**src/rtl/bcs_pkg.sv**
```systemverilog
package bcs_pkg;
  localparam int unsigned BUS_W = 16;

  typedef struct packed {
    logic mem;
    logic rd;
  } cyc_t;

  typedef struct packed {
    logic memr;
    logic memw;
    logic ior;
    logic iow;
    logic inta;
    logic cfg;
  } strb_t;

  function automatic logic odd_par(input logic [BUS_W-1:0] d);
    return ~(^d);
  endfunction

  function automatic logic par_ok(input logic [BUS_W-1:0] d, input logic p);
    return (^{p, d}) == 1'b1;
  endfunction

  function automatic strb_t decode(input logic act, input cyc_t c,
                                   input logic [BUS_W-1:0] a,
                                   input logic [BUS_W-1:0] inta_a,
                                   input logic [BUS_W-1:0] cfg_a);
    strb_t s;
    s.memr = act & c.mem & c.rd;
    s.memw = act & c.mem & ~c.rd;
    s.ior  = act & ~c.mem & c.rd;
    s.iow  = act & ~c.mem & ~c.rd;
    s.inta = s.iow & (a == inta_a);
    s.cfg  = s.ior & (a == cfg_a);
    return s;
  endfunction
endpackage

```
**src/rtl/bcs_sync.sv**
```systemverilog
module bcs_sync #(
  parameter int unsigned STAGES = 2
) (
  input  logic clk,
  input  logic rst_n,
  input  logic d,
  output logic q
);
  logic [STAGES-1:0] sh;

  always_ff @(posedge clk or negedge rst_n) begin
    if (!rst_n) sh <= '0;
    else        sh <= {sh[STAGES-2:0], d};
  end

  assign q = sh[STAGES-1];
endmodule

```
**src/rtl/bcs_addr_latch.sv**
```systemverilog
module bcs_addr_latch import bcs_pkg::*; (
  input  logic             clk,
  input  logic             rst_n,
  input  logic             load,
  input  logic [BUS_W-1:0] bus,
  input  logic             mem_io,
  input  logic             rd_wr,
  output logic [BUS_W-1:0] addr,
  output cyc_t             cyc
);
  always_ff @(posedge clk or negedge rst_n) begin
    if (!rst_n) begin
      addr <= '0;
      cyc  <= '{mem: 1'b0, rd: 1'b1};
    end else if (load) begin
      addr <= bus;
      cyc  <= '{mem: mem_io, rd: rd_wr};
    end
  end
endmodule

```
**src/rtl/bcs_strobe_dec.sv**
```systemverilog
module bcs_strobe_dec import bcs_pkg::*; #(
  parameter logic [BUS_W-1:0] INTA_ADDR = 16'h1000,
  parameter logic [BUS_W-1:0] CFG_ADDR  = 16'h8410
) (
  input  logic             clk,
  input  logic             rst_n,
  input  logic             ds_act,
  input  cyc_t             cyc,
  input  logic [BUS_W-1:0] addr,
  output strb_t            strb
);
  always_ff @(posedge clk or negedge rst_n) begin
    if (!rst_n) strb <= '0;
    else        strb <= decode(ds_act, cyc, addr, INTA_ADDR, CFG_ADDR);
  end
endmodule

```
**src/rtl/bcs_parity.sv**
```systemverilog
module bcs_parity import bcs_pkg::*; (
  input  logic             clk,
  input  logic             rst_n,
  input  logic             ds_act,
  input  logic             chk_evt,
  input  logic             rd,
  input  logic [BUS_W-1:0] bus,
  input  logic             par_in,
  input  logic             clr,
  output logic             par_out,
  output logic             par_oe,
  output logic             perr
);
  logic [BUS_W-1:0] dat_q;
  logic             par_q;
  logic             perr_set;

  always_ff @(posedge clk or negedge rst_n) begin
    if (!rst_n) begin
      dat_q   <= '0;
      par_q   <= 1'b1;
      par_out <= 1'b1;
      par_oe  <= 1'b0;
    end else begin
      par_oe <= ds_act & ~rd;
      if (ds_act) begin
        dat_q   <= bus;
        par_q   <= par_in;
        par_out <= odd_par(bus);
      end
    end
  end

  assign perr_set = chk_evt & rd & ~par_ok(dat_q, par_q);

  always_ff @(posedge clk or negedge rst_n) begin
    if (!rst_n)        perr <= 1'b0;
    else if (perr_set) perr <= 1'b1;
    else if (clr)      perr <= 1'b0;
  end
endmodule

```
**src/rtl/bcs_float_ctl.sv**
```systemverilog
module bcs_float_ctl (
  input  logic       clk,
  input  logic       rst_n,
  input  logic       we,
  input  logic [1:0] wdata,
  input  logic       stb_en_n,
  output logic       addr_oe,
  output logic       strb_oe
);
  logic [1:0] ctl_q;

  always_ff @(posedge clk or negedge rst_n) begin
    if (!rst_n)  ctl_q <= 2'b00;
    else if (we) ctl_q <= wdata;
  end

  assign addr_oe = ~(stb_en_n & ctl_q[0]);
  assign strb_oe = ~(stb_en_n & ctl_q[1]);
endmodule

```
**src/rtl/bcs_strobe_gen.sv**
```systemverilog
module bcs_strobe_gen import bcs_pkg::*; #(
  parameter int unsigned      SYNC_STAGES = 2,
  parameter logic [BUS_W-1:0] INTA_ADDR   = 16'h1000,
  parameter logic [BUS_W-1:0] CFG_ADDR    = 16'h8410
) (
  input  logic             clk,
  input  logic             rst_n,
  input  logic [BUS_W-1:0] ib_in,
  input  logic             ib_par_in,
  output logic             ib_par_out,
  output logic             ib_par_oe,
  input  logic             addr_stb,
  input  logic             data_stb_n,
  input  logic             mem_io,
  input  logic             rd_wr,
  input  logic             stb_en_n,
  input  logic             ctl_we,
  input  logic [1:0]       ctl_wdata,
  input  logic             perr_clr,
  output logic [BUS_W-1:0] addr_out,
  output logic             addr_oe,
  output logic             memr_n,
  output logic             memw_n,
  output logic             ior_n,
  output logic             iow_n,
  output logic             strb_oe,
  output logic             inta_n,
  output logic             cfg_n,
  output logic             perr
);
  logic  as_act;
  logic  ds_act;
  logic  ds_dly;
  logic  chk_evt;
  logic  ds_raw;
  cyc_t  cyc;
  strb_t strb;

  assign ds_raw = ~data_stb_n;

  bcs_sync #(.STAGES(SYNC_STAGES)) u_as_sync (
    .clk(clk), .rst_n(rst_n), .d(addr_stb), .q(as_act));

  bcs_sync #(.STAGES(SYNC_STAGES)) u_ds_sync (
    .clk(clk), .rst_n(rst_n), .d(ds_raw), .q(ds_act));

  always_ff @(posedge clk or negedge rst_n) begin
    if (!rst_n) ds_dly <= 1'b0;
    else        ds_dly <= ds_act;
  end

  assign chk_evt = ds_dly & ~ds_act;

  bcs_addr_latch u_latch (
    .clk(clk), .rst_n(rst_n), .load(as_act), .bus(ib_in),
    .mem_io(mem_io), .rd_wr(rd_wr), .addr(addr_out), .cyc(cyc));

  bcs_strobe_dec #(.INTA_ADDR(INTA_ADDR), .CFG_ADDR(CFG_ADDR)) u_dec (
    .clk(clk), .rst_n(rst_n), .ds_act(ds_act), .cyc(cyc),
    .addr(addr_out), .strb(strb));

  bcs_parity u_par (
    .clk(clk), .rst_n(rst_n), .ds_act(ds_act), .chk_evt(chk_evt),
    .rd(cyc.rd), .bus(ib_in), .par_in(ib_par_in), .clr(perr_clr),
    .par_out(ib_par_out), .par_oe(ib_par_oe), .perr(perr));

  bcs_float_ctl u_float (
    .clk(clk), .rst_n(rst_n), .we(ctl_we), .wdata(ctl_wdata),
    .stb_en_n(stb_en_n), .addr_oe(addr_oe), .strb_oe(strb_oe));

  assign memr_n = ~strb.memr;
  assign memw_n = ~strb.memw;
  assign ior_n  = ~strb.ior;
  assign iow_n  = ~strb.iow;
  assign inta_n = ~strb.inta;
  assign cfg_n  = ~strb.cfg;
endmodule

```
**config.mk**
```make
export PLATFORM = sky130hd
export DESIGN_NAME = bcs_strobe_gen
export DESIGN_NICKNAME = d
export VERILOG_FILES = /design/src/rtl/bcs_pkg.sv /design/src/rtl/bcs_sync.sv /design/src/rtl/bcs_addr_latch.sv /design/src/rtl/bcs_strobe_dec.sv /design/src/rtl/bcs_parity.sv /design/src/rtl/bcs_float_ctl.sv /design/src/rtl/bcs_strobe_gen.sv
export SDC_FILE = /design/constraint.sdc
export NUM_CORES = 1
export LEC_CHECK = 0
export BUFFER_PORTS_ARGS = -buffer_cell sky130_fd_sc_hd__buf_2
export CORE_ASPECT_RATIO = 0.5
export CORE_UTILIZATION = 52
export CTS_CLUSTER_DIAMETER = 150
export CTS_CLUSTER_SIZE = 14
export DETAILED_ROUTE_END_ITERATION = 16
export GPL_ROUTABILITY_DRIVEN = 0
export GPL_TIMING_DRIVEN = 0
export PLACE_DENSITY = 0.81
export REMOVE_ABC_BUFFERS = 1
export SLEW_MARGIN = 25
export SYNTH_ARGS = -nofsm -noshare
export SYNTH_HDL_FRONTEND = slang
export SYNTH_HIERARCHICAL = 1
export SYNTH_SLANG_ARGS = --single-unit
export TNS_END_PERCENT = 10
```
**constraint.sdc**
```tcl
create_clock -name clk -period 2.2 [get_ports clk]
set_clock_uncertainty 0.2 [all_clocks]
set_input_delay 0.11 -clock clk [delete_from_list [all_inputs] [get_ports clk]]
set_output_delay 0.11 -clock clk [all_outputs]
set_load 0.03 [all_outputs]
```
==> results of run 1 <==
==> Yosys cell counts, drive strengths merged <==
cell / n / area share, %
or4b: 1 / 0.45
nand3b: 1 / 0.34
xnor3: 1 / 1.0
nor2: 1 / 0.17
and3: 1 / 0.34
nand4: 1 / 0.28
dfrtp: 48 / 54
nand2: 5 / 0.84
and2b: 1 / 0.39
buf: 4 / 1.9
inv: 8 / 1.3
nor4: 3 / 0.84
dfstp: 3 / 3.5
mux2: 38 / 21
o22ai: 1 / 0.28
nor3: 2 / 0.67
and2: 1 / 0.34
nor2b: 3 / 1.2
xnor2: 26 / 10
xor2: 3 / 1.2
==> final cells by class <==
cell class,instances,area (um^2)
sequential,51,1280
inverter,8,30.03
timing repair buffer,81,543.0
multi-input combinational,89,878.3
tap,54,67.56
fill,278,1124
clock buffer,7,76.32
clock inverter,1,5.005
==> registers in the layout, summed over array words and instances, names as in the netlist <==
| signal | cells |
|---|---|
| u_ds_sync/sh | 2 |
| u_float/ctl_q | 2 |
| u_dec/strb | 6 |
| u_par/par_oe | 1 |
| ds_dly | 1 |
| u_latch/cyc | 2 |
| u_par/perr | 1 |
| u_as_sync/sh | 2 |
| u_par/par_out | 1 |
| u_par/par_q | 1 |
| u_latch/addr | 16 |
| u_par/dat_q | 16 |
==> path summary, 6_finish.rpt <==
path / from / end / slack, ns
worst min register to register: u_ds_sync/sh[0]$_DFF_PN0_ / u_ds_sync/sh[1]$_DFF_PN0_ / 0.16
min in group clk: u_ds_sync/sh[0]$_DFF_PN0_ / u_ds_sync/sh[1]$_DFF_PN0_ / 0.16
max in group asynchronous: rst_n / u_latch/addr[5]$_DFFE_PN0P_ / 1.22
worst max register to register: u_ds_sync/sh[1]$_DFF_PN0_ / u_dec/strb[0]$_DFF_PN0_ / 0.19
worst max-delay path: u_ds_sync/sh[1]$_DFF_PN0_ / u_dec/strb[0]$_DFF_PN0_ / 0.19
worst min-delay path: rst_n / u_par/par_oe$_DFF_PN0_ / 0.16
==> worst reg2reg max path: stages, from the launching register on <==
cell and delay [ns]:
sky130_fd_sc_hd__dfrtp_1 0.96, sky130_fd_sc_hd__nor2b_1 0.32, sky130_fd_sc_hd__nand4_1 0.20, sky130_fd_sc_hd__nor3_1 0.24
==> metal layers <==
metal	share of wire, %	wire, um	GRT usage, %
met5	0	0	0
met4	1.0	42	6.061
met3	4.8	192	4.874
met2	47	1873	32.97
met1	47	1907	26.27
==> kinds of logic (layout without fill, tap and decap cells) <==
kind of cell | count (synthesis) | count (layout) | share of synthesized area, %
DFF | 51 | 51 | 57.41
muxes | 38 | 38 | 20.88
xor gates and xnor gates | 30 | 30 | 12.40
and+or+nand+nor | 20 | 20 | 5.836
buffers and inverters | 12 | 97 | 3.199
AOI/OAI and AO/OA | 1 | 1 | 0.2808
==> metrics by stage <==
step	hold slack, ns	cells	setup WS (ns)	total power (W)	area [um^2]
3_5_place_dp	-0.02639	256	0.1932	0.001707	2529
5_1_grt	0.1612	291	0.02226	0.002347	2880
4_1_cts	0.1594	291	0.1753	0.002254	2880
2_1_floorplan	-0.3856	148	0.5795	0.001545	2188
6_report	0.1579	291	0.1912	0.002229	2880
3_3_place_gp	0.01855	256	0.2770	0.001693	2526
==> placed cells by master, fill, tap and decap left out, drive strengths merged, types with 2 or more instances in the layout <==
| cell type | count |
|---|---|
| nor2b | 3 |
| inv | 8 |
| nor4 | 3 |
| dfstp | 3 |
| dfrtp | 48 |
| xnor2 | 26 |
| xor2 | 3 |
| clkbuf | 7 |
| nand2 | 5 |
| nor3 | 2 |
| mux2 | 38 |
| buf | 54 |
| dlygate4sd3 | 27 |
==> repair_timing <==
| item | 4_1_cts | 5_1_grt |
|---|---|---|
| hold buffers | 27 | 0 |
| resized for setup | 0 | 0 |
| setup buffers | 0 | 0 |
| hold endpoints to repair | 88 | 0 |
==> power by group through the flow <==
| stage | logic, W | registers [W] | clock network, W |
|---|---|---|---|
| final | 0.000601 | 0.00112 | 0.000504 |
| after global routing | 0.000644 | 0.00114 | 0.000562 |
| after CTS | 0.000604 | 0.00113 | 0.000525 |
| after detailed placement | 0.000563 | 0.00114 | 0 |
| after global placement | 0.000555 | 0.00114 | 0 |
| after floorplan | 0.000320 | 0.00122 | 0 |
==> impl_results.rst, run 1 <==
.. list-table::
   :header-rows: 1

   * - Metric
     - Value
   * - CTS tree
     - yes
   * - Mapped cell area
     - 0.002230 mm^2
   * - Max-cap viol count
     - 0
   * - Ratio of final minimum period to clock period
     - 91.31%
   * - First-pass iteration count of the detailed router
     - 4
   * - Clk Tree Root Cell
     - sky130_fd_sc_hd__clkbuf_8
   * - Minimum period implied by the final worst setup slack
     - 2.009 ns
   * - Max-slew violation count
     - 0
   * - Final setup violation count
     - 0
   * - Critical-path cell list
     - nor2b_1 -> nand4_1 -> nor3_1
   * - Cell Pwr Density
     - 774.0 mW/mm^2
   * - Routed Wire Length
     - 4015 um
   * - Top Ports
     - 55
   * - Stages on the worst setup path
     - 3
   * - Average footprint of a synthesized cell
     - 14.67 um^2
   * - Average wire per cell in the routed design
     - 13.80 um
   * - Count of yosys warnings during synthesis
     - 6
   * - Sinks on Clock Net
     - 51
   * - Switching Share
     - 29.04%
   * - Leak
     - 1.300 nW
   * - Largest net degree at the start of global routing
     - 52
   * - Share of the core filled with cells
     - 71.94%
   * - Arr. time, crit path
     - 2.02 ns
   * - Dpl hpwl
     - 2637 um
   * - IO Port Bufs
     - 54
   * - Cells after synthesis
     - 152
   * - Portion of total power attributed to sequential cells
     - 50.4%
   * - Overflow after GRT
     - 0
   * - Distinct cells, synth
     - 25
   * - Final antenna-violating net count
     - 0
   * - Delay of the slowest cell on the worst path
     - 0.96 ns
   * - Power Internal
     - 0.001582 W
   * - Share of total power in combinational logic
     - 26.9%
   * - Type of the most critical hold path
     - in -> async
   * - Final antenna diode count
     - 0
   * - Deepest clock path buffer count
     - 2
   * - Initial detailed-routing violation count
     - 42
   * - Slew @ Worst Pin
     - 0.9816 ns
   * - Share of final-layout standard cells stronger than drive strength 1
     - 44.73%
   * - Number of antenna violations at the first check in global routing
     - 0
   * - Crit Path Category
     - reg -> reg
   * - Worst voltage drop across the vdd grid
     - 0.3750 mV
   * - Post-synthesis sequential area ratio
     - 57.41%
   * - CTS Buf Count
     - 5
   * - Switching power of the nets
     - 0.0006474 W
   * - Die Ht
     - 48.30 um
   * - CP endpoint kind
     - flip-flop
   * - Placeable core region
     - 0.004004 mm^2
   * - Starting density of the core
     - 55.69%
   * - Global-route total usage across every layer
     - 19.98%
   * - Placement row count
     - 16
   * - CP required
     - 2.21 ns
   * - Logic depth of the worst register-to-register path
     - 3
   * - CP bufs+invs
     - 0
   * - Via count of the first global-routing pass
     - 1426
   * - Clock network power share
     - 22.6%
   * - Family with the most delay on the worst path
     - flip-flops
   * - Nature of the critical path startpoint
     - flip-flop
   * - Tightest slew margin relative to the limit
     - 34.56%
   * - Setup TNS after final layout
     - 0 ns
   * - Library cell contributing the largest single delay on the critical path
     - sky130_fd_sc_hd__dfrtp_1
   * - Later-pin clock latency in the skew report
     - 0.30 ns
   * - Post-synthesis sequential element count
     - 51
   * - Maximum clock rate
     - 497.8 MHz
   * - Die Outline Area
     - 0.004569 mm^2
   * - H-tree depth reported by CTS
     - 2
   * - Layout net count
     - 264
   * - Outcome
     - completed
   * - First-pass GRT wire length
     - 6837 um
   * - Layout overhead on the synthesized area
     - 29.18%
   * - Width of the chip
     - 94.61 um
   * - Detailed-route via count
     - 1386
   * - Count of unresolved DRC violations after routing
     - 0
   * - Average via count per standard cell
     - 4.763
   * - Crit path max fanout
     - 24
   * - Final number of hold-violating endpoints
     - 0
   * - CTS clock-pin slew for the worst setup and hold paths
     - 0.09 ns
   * - Unrepaired setup endpoints after global routing
     - false
No activity file was read; power rests on OpenSTA's default activity.
==> inputs of run 2 (changes only) <==
--- a/config.mk
+++ b/config.mk
@@ -14,6 +14,7 @@
 export GPL_ROUTABILITY_DRIVEN = 0
 export GPL_TIMING_DRIVEN = 0
 export PLACE_DENSITY = 0.81
+export RECOVER_POWER = 25
 export REMOVE_ABC_BUFFERS = 1
 export SLEW_MARGIN = 25
 export SYNTH_ARGS = -nofsm -noshare
==> run 2 against run 1 <==
Clock-buffer cell count stayed put. Critical endpoint unchanged. Critical path type unchanged. Die area stayed put. Final area hardly changed. Clock power hardly changed. Non-clock buffer count stayed put.
==> impl_results.rst, run 2 (synthesis gave the netlist of run 1 again) <==
.. list-table::
   :header-rows: 1

   * - Metric
     - Value
   * - Placeable core region
     - 0.004004 mm^2
   * - First-pass iteration count of the detailed router
     - 4
   * - Leak
     - 1.299 nW
   * - Placement row count
     - 16
   * - Final antenna-violating net count
     - 0
   * - Maximum clock rate
     - 497.8 MHz
   * - Layout net count
     - 264
   * - Die Ht
     - 48.30 um
   * - Via count of the first global-routing pass
     - 1426
   * - Final antenna diode count
     - 0
   * - Pre-CTS WS
     - 0.1932 ns
   * - Dpl hpwl
     - 2637 um
   * - Tightest slew margin relative to the limit
     - 18.32%
   * - Layout overhead on the synthesized area
     - 29.07%
   * - Final total power
     - 0.002229 W
   * - CP bufs+invs
     - 0
   * - First-pass GRT wire length
     - 6837 um
   * - Clk Tree Root Cell
     - sky130_fd_sc_hd__clkbuf_8
   * - IO Port Bufs
     - 54
   * - Width of the chip
     - 94.61 um
   * - Final number of hold-violating endpoints
     - 0
   * - CP endpoint kind
     - flip-flop
   * - Number of gates resized after cts
     - 0
   * - Library cell contributing the largest single delay on the critical path
     - sky130_fd_sc_hd__dfrtp_1
   * - Hold-fix buffers at CTS
     - 27
   * - Later-pin clock latency in the skew report
     - 0.30 ns
   * - Die Outline Area
     - 0.004569 mm^2
   * - Worst hold margin
     - 0.1579 ns
   * - Share of final-layout standard cells stronger than drive strength 1
     - 44.73%
   * - Global-route total usage across every layer
     - 19.98%
   * - Type of the most critical hold path
     - reg -> reg
   * - Post-CTS setup buffer count
     - 0
   * - CTS tree
     - yes
   * - Critical-path cell list
     - nor2b_1 -> nand4_1 -> nor3_1
   * - Outcome
     - completed
   * - Max-slew violation count
     - 0
   * - Setup TNS after final layout
     - 0 ns
   * - Delay of the slowest cell on the worst path
     - 0.96 ns
   * - Largest net degree at the start of global routing
     - 52
   * - Initial detailed-routing violation count
     - 42
   * - Number of antenna violations at the first check in global routing
     - 0
   * - Ratio of final minimum period to clock period
     - 91.31%
   * - Slew @ Worst Pin
     - 1.225 ns
   * - H-tree depth reported by CTS
     - 2
   * - Routed Wire Length
     - 4015 um
   * - Family with the most delay on the worst path
     - flip-flops
   * - Unrepaired setup endpoints after global routing
     - false
   * - Average via count per standard cell
     - 4.763
   * - Final setup violation count
     - 0
   * - Crit path max fanout
     - 24
   * - Worst voltage drop across the vdd grid
     - 0.3750 mV
   * - Crit Path Category
     - reg -> reg
   * - Detailed-route via count
     - 1386
   * - Nature of the critical path startpoint
     - flip-flop
   * - Max-cap viol count
     - 0
   * - Starting density of the core
     - 55.69%
   * - Sinks on Clock Net
     - 51
   * - Top Ports
     - 55
   * - Deepest clock path buffer count
     - 2
   * - Worst Slack Setup Final
     - 0.1912 ns
   * - Largest registers in the final layout
     - u_latch/addr (16), u_par/dat_q (16), u_dec/strb (6)
   * - Minimum period implied by the final worst setup slack
     - 2.009 ns
   * - Overflow after GRT
     - 0
   * - Arr. time, crit path
     - 2.02 ns
   * - CTS clock-pin slew for the worst setup and hold paths
     - 0.08 ns
   * - Count of unresolved DRC violations after routing
     - 0
   * - Most used cells in the layout excluding fill and tap cells
     - 53 x sky130_fd_sc_hd__buf_2, 48 x sky130_fd_sc_hd__dfrtp_1, 28 x sky130_fd_sc_hd__mux2_2
   * - Cell Pwr Density
     - 774.5 mW/mm^2
   * - CP required
     - 2.21 ns
   * - Most frequent standard cell in the layout excluding fill and tap cells
     - sky130_fd_sc_hd__buf_2
   * - Average wire per cell in the routed design
     - 13.80 um
   * - CTS Buf Count
     - 5
run 2: stage by stage:
| stage | utilization (%) | cells | cell area (um^2) |
|---|---|---|---|
| global placement | 63.09 | 256 | 2526 |
| global route | 71.88 | 291 | 2878 |
| CTS | 71.94 | 291 | 2880 |
| floorplan | - | 148 | 2188 |
| finish | 71.88 | 291 | 2878 |
| detailed placement | 63.16 | 256 | 2529 |
run 2: metal layers:
layer | up-vias | part of all wire [%] | GRT usage, %
li1 | 672 | - | -
met2 | 37 | 47 | 32.97
met1 | 672 | 47 | 26.27
met5 | - | 0 | 0
met3 | 5 | 4.8 | 4.874
met4 | 0 | 1.0 | 6.061
run 2: final timing paths:
| kind | startpoint | endpoint | slack, ns | depth (start not counted) |
|---|---|---|---|---|
| max in group asynchronous | rst_n | u_latch/addr[5]$_DFFE_PN0P_ | 0.67 | 2 |
| worst min-delay path | u_ds_sync/sh[0]$_DFF_PN0_ | u_ds_sync/sh[1]$_DFF_PN0_ | 0.16 | 0 |
| worst min register to register | u_ds_sync/sh[0]$_DFF_PN0_ | u_ds_sync/sh[1]$_DFF_PN0_ | 0.16 | 0 |
| worst max register to register | u_ds_sync/sh[1]$_DFF_PN0_ | u_dec/strb[0]$_DFF_PN0_ | 0.19 | 3 |
| min in group asynchronous | rst_n | u_par/par_oe$_DFF_PN0_ | 0.39 | 2 |
| worst max-delay path | u_ds_sync/sh[1]$_DFF_PN0_ | u_dec/strb[0]$_DFF_PN0_ | 0.19 | 3 |
run 2: where the power goes:
| part | total, W | internal, W | switching (W) |
|---|---|---|---|
| registers | 0.00112 | 0.00104 | 0.0000820 |
| logic | 0.000600 | 0.000315 | 0.000285 |
| clock network | 0.000504 | 0.000224 | 0.000281 |
| total | 0.00223 | 0.00158 | 0.000647 |
run 2: final cells by class:
class                      count  area, um^2
clock buffer                   7       76.32
multi-input combinational     89       878.3
sequential                    51        1280
inverter                       8       30.03
clock inverter                 1       5.005
tap                           54       67.56
timing repair buffer          81       540.5
fill                         278        1126
